### src/rtl/idpg_pkg.sv
package idpg_pkg;
  typedef enum logic [2:0] {
    ST_IDLE, ST_DEV, ST_AHI, ST_ALO, ST_DATA, ST_READ, ST_SKIP
  } idpgState_e;

  typedef struct packed {
    logic ldPtr;
    logic wrStb;
    logic rdStb;
    logic setLock;
  } idpgStb_t;
endpackage

### src/rtl/idpg_ctrl.sv
module idpg_ctrl
  import idpg_pkg::*;
#(
  parameter int DATA_W = 8,
  parameter logic [3:0] TYPE_ID = 4'b1011,
  parameter int LOCK_SEL_BIT = 2,
  parameter int LOCK_DATA_BIT = 1
) (
  input  logic              clk,
  input  logic              rst_n,
  input  logic [2:0]        chipSel,
  input  logic              wpIn,
  input  logic              startEvt,
  input  logic              stopEvt,
  input  logic              byteStb,
  input  logic [DATA_W-1:0] byteVal,
  input  logic              rdNext,
  input  logic              lockedIn,
  output logic              ackStb,
  output logic              ackOk,
  output idpgStb_t          stb
);
  idpgState_e st, stNext;
  logic modeLock, modeNext;
  logic armed, armNext;
  logic firstData, firstNext;
  logic ackStbNext, ackOkNext;
  logic devHit;

  assign devHit = (byteVal[DATA_W-1 -: 4] == TYPE_ID) && (byteVal[3:1] == chipSel);

  always_comb begin
    stNext     = st;
    modeNext   = modeLock;
    armNext    = armed;
    firstNext  = firstData;
    ackStbNext = 1'b0;
    ackOkNext  = 1'b0;
    stb        = '0;
    if (startEvt) begin
      stNext  = ST_DEV;
      armNext = 1'b0;
    end else if (stopEvt) begin
      // lock commits only on a clean stop with protection released
      stb.setLock = (st == ST_DATA) && modeLock && armed && !wpIn;
      stNext      = ST_IDLE;
      armNext     = 1'b0;
    end else if (byteStb) begin
      ackStbNext = 1'b1;
      case (st)
        ST_DEV: begin
          if (devHit) begin
            ackOkNext = 1'b1;
            stNext    = byteVal[0] ? ST_READ : ST_AHI;
          end else begin
            stNext = ST_SKIP;
          end
        end
        ST_AHI: begin
          ackOkNext = 1'b1;
          modeNext  = byteVal[LOCK_SEL_BIT];
          stNext    = ST_ALO;
        end
        ST_ALO: begin
          ackOkNext = 1'b1;
          stb.ldPtr = 1'b1;
          firstNext = 1'b1;
          stNext    = ST_DATA;
        end
        ST_DATA: begin
          firstNext = 1'b0;
          if (modeLock) begin
            if (firstData && !lockedIn) begin
              ackOkNext = 1'b1;
              armNext   = byteVal[LOCK_DATA_BIT];
            end else begin
              armNext = 1'b0;
              stNext  = ST_SKIP;
            end
          end else if (!lockedIn && !wpIn) begin
            ackOkNext = 1'b1;
            stb.wrStb = 1'b1;
          end
        end
        default: ;
      endcase
    end else if (rdNext && (st == ST_READ)) begin
      stb.rdStb = 1'b1;
    end
  end

  always_ff @(posedge clk or negedge rst_n) begin
    if (!rst_n) begin
      st        <= ST_IDLE;
      modeLock  <= 1'b0;
      armed     <= 1'b0;
      firstData <= 1'b0;
      ackStb    <= 1'b0;
      ackOk     <= 1'b0;
    end else begin
      st        <= stNext;
      modeLock  <= modeNext;
      armed     <= armNext;
      firstData <= firstNext;
      ackStb    <= ackStbNext;
      ackOk     <= ackOkNext;
    end
  end
endmodule

### src/rtl/idpg_dp.sv
module idpg_dp
  import idpg_pkg::*;
#(
  parameter int PAGE_AW = 7,
  parameter int DATA_W = 8
) (
  input  logic               clk,
  input  logic               rst_n,
  input  idpgStb_t           stb,
  input  logic [DATA_W-1:0]  byteVal,
  output logic               idWrEn,
  output logic [PAGE_AW-1:0] idWrAddr,
  output logic [DATA_W-1:0]  idWrData,
  output logic               idRdEn,
  output logic [PAGE_AW-1:0] idRdAddr,
  output logic               locked
);
  localparam logic [PAGE_AW-1:0] PTR_ONE = PAGE_AW'(1);

  logic [PAGE_AW-1:0] ptr;

  always_ff @(posedge clk or negedge rst_n) begin
    if (!rst_n) begin
      ptr      <= '0;
      idWrEn   <= 1'b0;
      idWrAddr <= '0;
      idWrData <= '0;
      idRdEn   <= 1'b0;
      idRdAddr <= '0;
      locked   <= 1'b0;
    end else begin
      idWrEn <= stb.wrStb;
      idRdEn <= stb.rdStb;
      if (stb.ldPtr) ptr <= byteVal[PAGE_AW-1:0];
      else if (stb.wrStb || stb.rdStb) ptr <= ptr + PTR_ONE; // wraps inside page
      if (stb.wrStb) begin
        idWrAddr <= ptr;
        idWrData <= byteVal;
      end
      if (stb.rdStb) idRdAddr <= ptr;
      if (stb.setLock) locked <= 1'b1;
    end
  end
endmodule

### src/rtl/idpg_lock.sv
module idpg_lock
  import idpg_pkg::*;
#(
  parameter int PAGE_AW = 7,
  parameter int DATA_W = 8,
  parameter logic [3:0] TYPE_ID = 4'b1011
) (
  input  logic               clk,
  input  logic               rst_n,
  input  logic [2:0]         chipSel,
  input  logic               wpIn,
  input  logic               startEvt,
  input  logic               stopEvt,
  input  logic               byteStb,
  input  logic [DATA_W-1:0]  byteVal,
  input  logic               rdNext,
  output logic               ackStb,
  output logic               ackOk,
  output logic               idWrEn,
  output logic [PAGE_AW-1:0] idWrAddr,
  output logic [DATA_W-1:0]  idWrData,
  output logic               idRdEn,
  output logic [PAGE_AW-1:0] idRdAddr,
  output logic               locked
);
  idpgStb_t stb;

  idpg_ctrl #(.DATA_W(DATA_W), .TYPE_ID(TYPE_ID)) u_ctrl (
    .clk(clk), .rst_n(rst_n), .chipSel(chipSel), .wpIn(wpIn),
    .startEvt(startEvt), .stopEvt(stopEvt), .byteStb(byteStb),
    .byteVal(byteVal), .rdNext(rdNext), .lockedIn(locked),
    .ackStb(ackStb), .ackOk(ackOk), .stb(stb)
  );

  idpg_dp #(.PAGE_AW(PAGE_AW), .DATA_W(DATA_W)) u_dp (
    .clk(clk), .rst_n(rst_n), .stb(stb), .byteVal(byteVal),
    .idWrEn(idWrEn), .idWrAddr(idWrAddr), .idWrData(idWrData),
    .idRdEn(idRdEn), .idRdAddr(idRdAddr), .locked(locked)
  );
endmodule

### config.mk
export PLATFORM = sky130hd
export DESIGN_NAME = idpg_lock
export DESIGN_NICKNAME = d
export VERILOG_FILES = /design/src/rtl/idpg_pkg.sv /design/src/rtl/idpg_ctrl.sv /design/src/rtl/idpg_dp.sv /design/src/rtl/idpg_lock.sv
export SDC_FILE = /design/constraint.sdc
export NUM_CORES = 1
export LEC_CHECK = 0
export ABC_AREA = 1
export BUFFER_PORTS_ARGS = -buffer_cell sky130_fd_sc_hd__buf_2
export CAP_MARGIN = 20
export CORE_ASPECT_RATIO = 1.5
export CORE_UTILIZATION = 48
export CTS_CLUSTER_DIAMETER = 100
export DETAILED_ROUTE_END_ITERATION = 8
export GPL_TIMING_DRIVEN = 0
export PLACE_DENSITY = 0.75
export SLEW_MARGIN = 25
export SYNTH_ARGS = -nofsm -noshare
export SYNTH_HDL_FRONTEND = slang
export SYNTH_SLANG_ARGS = --single-unit
### constraint.sdc
create_clock -name clk -period 1.22 [get_ports clk]
set_input_delay 0.061 -clock clk [delete_from_list [all_inputs] [get_ports clk]]
set_output_delay 0.061 -clock clk [all_outputs]
set_load 0.1 [all_outputs]
; After elaboration in Yosys (flattened, before gate mapping)
; Cells that the tools add are included.
[totals]
ram_bits = 0
n_memories = 0
latchBits = 0
mem_bits_ro = 0
regBits = 40
wordCells = 83
inputBits = 18
out_inout_bits = 27
[op_classes]
n_addsub = 1
mul = 0
div_mod_pow = 0
muxes = 37
bitwise_logic = 2
shifts = 0
magnitude_cmp = 0
n_eq_ne = 9
reduce_logical = 21
[op_table]
columns = operator, n
row1 = 2-to-1 mux 3 bit, 8
row2 = 2-to-1 mux 1 bit, 22
row3 = 2-to-1 mux 7 bit, 2
row4 = one-hot mux 3 bit (4 select lines), 1
row5 = AND reduction 4 bit, 3
row6 = nonzero test 3 bit, 3
row7 = adder 7 x 1 -> 7 bit (second input constant), 1
row8 = logical AND 1 bit, 7
row9 = equality test 3 x 2 -> 1 bit (second input constant), 2
row10 = equality test 3 bit (second input constant), 2
row11 = nonzero test 6 bit, 1
row12 = equality test 4 bit (second input constant), 1
row13 = 2-to-1 mux 4 bit, 1
row14 = inequality test 4 x 3 -> 1 bit (second input constant), 1
row15 = inequality test 4 bit (second input constant), 1
row16 = nonzero test 2 bit, 2
row17 = equality test 3 x 1 -> 1 bit (second input constant), 1
row18 = equality test 3 bit, 1
row19 = one-hot mux 1 bit (3 select lines), 1
row20 = AND reduction 3 bit, 1
row21 = zero test 1 bit, 2
row22 = 2-to-1 mux 2 bit, 1
row23 = inverter 1 bit, 2
row24 = one-hot mux 1 bit (2 select lines), 1
row25 = other kinds (2), 2

; Depth between registers and ports, before layout
[depth]
word_depth = 11
mapped_depth = 9
mapped_depth_nobuf = 8

; Cells and area by module
; A second synthesis with hierarchy kept.
[unflattened]
hier_cells = 232
hier_area_um2 = 1973.1
[by_module_without_submodules]
columns = mod, cells_each, n_inst, seq_area_each_um2, area_per_inst_um2
row1 = idpg_dp, 132, 1, 800.8, 1345.0
row2 = idpg_ctrl, 100, 1, 200.2, 628.1

; Worst setup path after synthesis
; No wires, ideal clock.
[synth_timing]
path_type = register to register
from = register u_dp.locked
to = register u_dp.idWrAddr[0]
synth_period_minus_slack_ns = 1.743
path_buffers = 1
path_slack_ns = -0.523
arrival_time_ns = 1.618
path_stages_with_launch = 6
setup_ns = 0.125
required_ns = 1.095
cell_sequence = dfrtp_1 -> nor3_1 -> nand3_2 -> buf_2 -> nand2_1 -> o21ai_1
[synth_via]
elab_chain_cells = 8
[synth_rtl]
columns = element, line
row1 = start: declaration, idpg_dp.sv:16  ; output logic locked
row2 = start signal: assignment, idpg_dp.sv:30  ; locked <= 1'b0;
row3 = start signal: assignment, idpg_dp.sv:41  ; if (stb.setLock) locked <= 1'b1;
row4 = zero test 1 bit, idpg_ctrl.sv:80  ; end else if (!lockedIn && !wpIn) begin
row5 = logical AND 1 bit, idpg_ctrl.sv:80
row6 = 2-to-1 mux 1 bit, idpg_ctrl.sv:80
row7 = 2-to-1 mux 1 bit, idpg_ctrl.sv:72  ; if (modeLock) begin
row8 = 2-to-1 mux 1 bit, idpg_ctrl.sv:50  ; case (st)
row9 = 2-to-1 mux 2 bit, idpg_ctrl.sv:48  ; end else if (byteStb) begin
row10 = 2-to-1 mux 3 bit, idpg_ctrl.sv:43  ; end else if (stopEvt) begin
row11 = 2-to-1 mux 4 bit, idpg_ctrl.sv:40  ; if (startEvt) begin
row12 = end signal: assignment, idpg_dp.sv:37  ; idWrAddr <= ptr;
row13 = end: declaration, idpg_dp.sv:12  ; output logic [PAGE_AW-1:0] idWrAddr,
; No other way between the ends.
; A chain may end at the register's enable or synchronous reset.

; Final worst setup path
[layout_timing]
from = register u_ctrl.st[1]
to = register u_dp.ptr[3]
[layout_via]
elab_chain_cells = 8
word_cells_on_any_way = 14
classes_between = 3 x eq/ne / 8 x mux / 3 x reduce/logical
[layout_rtl]
columns = element, line
row1 = start: declaration, idpg_ctrl.sv:23  ; idpgState_e st, stNext;
row2 = start signal: assignment, idpg_ctrl.sv:101  ; st <= stNext;
row3 = equality test 3 bit, idpg_ctrl.sv:87  ; end else if (rdNext && (st == ST_READ)) begin
row4 = logical AND 1 bit, idpg_ctrl.sv:87
row5 = 2-to-1 mux 1 bit, idpg_ctrl.sv:87
row6 = 2-to-1 mux 1 bit, idpg_ctrl.sv:48
row7 = 2-to-1 mux 3 bit *, idpg_ctrl.sv:43
row8 = 2-to-1 mux 4 bit *, idpg_ctrl.sv:40
row9 = logical OR 1 bit, idpg_dp.sv:35  ; else if (stb.wrStb || stb.rdStb) ptr <= ptr + PTR_ONE;
row10 = nonzero test 2 bit (no source line), --
row11 = end signal: assignment, idpg_dp.sv:34  ; if (stb.ldPtr) ptr <= byteVal[PAGE_AW-1:0];
row12 = end signal: assignment, idpg_dp.sv:35
row13 = end: declaration, idpg_dp.sv:20  ; logic [PAGE_AW-1:0] ptr;
; Mark *: on every way between the ends. The rest lies on a longest branch, timed or not.

==> results_tabular.tex <==
\begin{tabular}{lr}
\hline
Metric & Value \\
\hline
\multicolumn{2}{l}{\textbf{Outcome}} \\
Violated checks & setup timing \\
Result of the run & complete, but fails checks \\
\multicolumn{2}{l}{\textbf{Floorplan}} \\
Area of the die & 4310 sq um \\
Initial Utilization & 0.513 \\
Chip Height & 79.9 um \\
Std cell rows & 27 \\
Core outline area & 3780 sq um \\
Horiz. Die Dim & 53.9 um \\
IO Count & 45 \\
\multicolumn{2}{l}{\textbf{Setup path}} \\
Arrival time at the worst endpoint & 1.67 ns \\
Cell chain of the critical path & nor2\_4, nand2\_8, inv\_4, nand3\_4, nand3\_4, buf\_6, nand2\_2, o21ai\_2 \\
Critical path class & register to register \\
Maximum fanout encountered on the critical timing path & 5 \\
Crit end category & register \\
Worst stage delay on the critical path & $\sim$0.47 ns \\
Kind of start point of the critical path & register \\
Required time worst endpoint & 1.45 ns \\
CP max stage cell & dfrtp\_2 \\
Most numerous cell on the critical path & nand3\_4 \\
\multicolumn{2}{l}{\textbf{Logic synthesis}} \\
Compound-Gate Fraction of Synth Area & 0.119 \\
Post-synth cell types & 29 \\
Total of warnings raised by yosys & 0 \\
Area share of xor/xnor cells in the synthesized design & 0.00451 \\
Average instance area after synthesis & around 8.4 sq um \\
Share of the yosys chip area belonging to registers & 0.516 \\
Syn nets & 250 \\
Simple-gate portion of the synthesized area & 0.268 \\
Post-synthesis instance area & 1940 sq um \\
Mux share of post-synthesis cell area & 0 \\
Number of synthesized register bits & 40 \\
Synthesized instance count & 231 \\
Post-synthesis share of cell area spent on full adders, half adders and majority gates & 0.00645 \\
Main combinational cell family by area after synthesis & simple AND/OR/NAND/NOR gates \\
\multicolumn{2}{l}{\textbf{Clock tree}} \\
Clock sink count & 40 \\
Root buffer cell & clkbuf\_8 \\
Worst-Skew Late Latency & 0.30 ns \\
Level count of the clock H-tree & 2 \\
Total clock buffers created by CTS & 5 \\
CTS tree & yes \\
Maximum root-to-sink buffer count & 2 \\
Reg clk slew, reported paths & $\sim$0.08 ns \\
\multicolumn{2}{l}{\textbf{Route}} \\
Number of DRC violations after detailed routing & 0 \\
Iteration count of the initial detailed-routing pass & 4 \\
Via/cell ratio & 5.44 \\
Avg WL per Cell & 15.8 um \\
Total via count in the routed design & about 1.9k \\
Wirelength, routed & around 5500 um \\
Antenna violation net count after detailed routing & 0 \\
Number of DRC markers in iteration 0 & 89 \\
\multicolumn{2}{l}{\textbf{Power}} \\
Power per cell area & 1820 nW/um\^{}2 \\
Total leakage power & between 1 and 1.5 nW \\
Worst vdd rail ir drop & approximately 1200 uV \\
Total Power Consumption & a little over 0.005 W \\
\multicolumn{2}{l}{\textbf{Cells and area}} \\
Final antenna diode count & 0 \\
Share of cells above drive strength 1 & 0.463 \\
Synth-to-layout area growth & 46.2\% \\
Final instance count without filler cells & 350 \\
Number of nets in the layout & 325 \\
\multicolumn{2}{l}{\textbf{STA}} \\
Post-layout worst setup margin & -0.216 ns \\
Hold slack final & 0.0517 ns \\
Slew margin rel. & 0.639 \\
Final Hold Violating Endpoints & 0 \\
Slew of the pin with the lowest slew margin & 0.542 ns \\
Count of endpoints failing setup in the final report & 35 \\
Post-route fraction of the period consumed by the critical path & 1.18 \\
Number of pins with negative max-slew slack in the final report & 0 \\
Setup repair after global routing missed its margin & true \\
Final min period & 1.44 ns \\
Upper clock frequency limit & 696 MHz \\
Worst clock skew on the final layout & about 0.0027 ns \\
\multicolumn{2}{l}{\textbf{Global route}} \\
Via count of the first global-routing pass & 1871 \\
First-pass GRT wire length & 8530 um \\
Global-route congestion overflow total & 0 \\
Pin count of the biggest net entering global routing & 41 \\
Overall Global Routing Usage & 0.278 \\
Antenna violations before repair & 0 \\
\multicolumn{2}{l}{\textbf{Hold path}} \\
Worst min-delay path class & input port to register \\
\multicolumn{2}{l}{\textbf{Place}} \\
Sum of net half-perimeters after detailed placement & 3120 um \\
Final weighted congestion in routability-driven placement & 0.838 \\
Count of port buffers added during placement & between 40 and 50 \\
Number of placed instances, taps included & 318 \\
\multicolumn{2}{l}{\textbf{Run}} \\
Maxcap violations & 0 \\
\hline
\end{tabular}
-- flip-flops by register name, indices dropped and copies added (netlist names) --
name,flops
u_ctrl.ackOk,1
u_ctrl.ackStb,1
u_ctrl.armed,1
u_ctrl.firstData,1
u_ctrl.modeLock,1
u_ctrl.st,3
u_dp.idRdAddr,7
u_dp.idRdEn,1
u_dp.idWrAddr,7
u_dp.idWrData,8
u_dp.idWrEn,1
u_dp.locked,1
u_dp.ptr,7
-- routing by layer --
layer,share of wire,GRT usage,wire length (um),vias to the layer above
met5,0,0,0,-
met4,0.043,0.158,238,0
met3,0.037,0.0552,207,27
met2,0.55,0.468,3020,72
met1,0.37,0.312,2050,907
li1,-,-,-,897
-- stage by stage --
step                      area, sq um  setup slack, ns  TNS, ns  utilization
final                            2840           -0.216    -4.25        0.750
after global routing             2840           -0.265    -6.24        0.750
after CTS                        2680           -0.148    -2.29        0.708
after detailed placement         2230           -0.261    -5.70        0.591
after global placement           2230           -0.230    -5.10        0.591
after floorplan                  1960           -0.183    -4.13            -
-- synthesized netlist by cell type --
cell type / number / share of area
a31o_2: 1 / 0.0045
nand2_1: 61 / 0.12
dfrtp_1: 40 / 0.52
o31ai_1: 1 / 0.0039
buf_6: 1 / 0.0058
nand4_2: 1 / 0.0064
nor2_1: 12 / 0.023
o21ai_1: 30 / 0.077
o21ai_0: 1 / 0.0026
nand2_2: 5 / 0.016
a31oi_1: 1 / 0.0032
nand4_1: 2 / 0.0064
and2_1: 1 / 0.0032
nor3_1: 3 / 0.0077
xnor2_1: 1 / 0.0045
nand3_4: 1 / 0.0090
o21ai_2: 3 / 0.014
a21oi_1: 4 / 0.010
inv_2: 6 / 0.012
inv_1: 26 / 0.050
nor2_4: 3 / 0.017
ha_1: 1 / 0.0064
nor2_2: 2 / 0.0064
buf_8: 1 / 0.0077
nand3_1: 14 / 0.036
o211ai_1: 1 / 0.0039
nand3_2: 2 / 0.010
buf_2: 4 / 0.010
nand3b_1: 2 / 0.0077
-- path summary, 6_finish.rpt --
| path | from | cells after the start | slack [ns] | to |
|---|---|---|---|---|
| max | u_ctrl.st[1] | 8 | -0.22 | u_dp.ptr[3] |
| min | byteVal[6] | 3 | 0.05 | u_dp.idWrData[6] |
| max reg2reg | u_ctrl.st[1] | 8 | -0.22 | u_dp.ptr[3] |
| min reg2reg | u_dp.idWrData[7] | 2 | 0.48 | u_dp.idWrData[7] |
| max in group asynchronous | rst_n | 2 | 0.51 | u_ctrl.st[1] |
| min in group asynchronous | rst_n | 2 | 0.30 | u_dp.locked |
-- worst max-delay path, delay by kind of cell, from the launching register on --
kind | cells | cell delay, ns
DFF | 1 | 0.47
AOI/OAI and AO/OA | 1 | 0.06
and+or+nand+nor | 5 | 0.61
buffers and inverters | 2 | 0.22
-- layout by cell type (no fill, tap or decap), types with 7 or more instances in the layout --
cell and instances:
inv_1 25, dfrtp_1 36, nand2_2 10, o21ai_1 19, nand2_1 48, buf_6 16, nand3_1 10, nand2_4 7
buf_4 10, nor2_1 9, buf_2 41, o21ai_2 13
-- timing repair --
item	CTS	global route
setup endpoints to repair	37	40
pin swaps	7	7
buffers inserted	22	0
hold endpoints to repair	41	0
hold buffers	2	0
gates resized for setup	32	48
gates cloned	1	2
-- report_power, final --
| part | internal (W) | switching (W) |
|---|---|---|
| Sequential | 0.00158 | 0.000208 |
| Combinational | 0.000616 | 0.00163 |
| Clock | 0.000606 | 0.000509 |
| Total | 0.00280 | 0.00235 |
-- kinds of logic (layout without fill, tap and decap cells) --
kind of cell,after synthesis,count (layout)
simple gates,109,109
compound gates,42,42
flops,40,40
buf+inv,38,114
fa+ha+maj,1,1
xor+xnor,1,1
-- cell type report --
type                            instances  area [sq um]
Fill cell                             269           947
Timing Repair Buffer                   69           499
Sequential cell                        40          1010
Multi-Input combinational cell        153           977
Clock buffer                            5          68.8
Clock inverter                          3          42.5
Inverter                               32           130
Tap cell                               43          53.8
Buffer                                  5          56.3
Note: power is estimated with default switching activity, not from simulation.
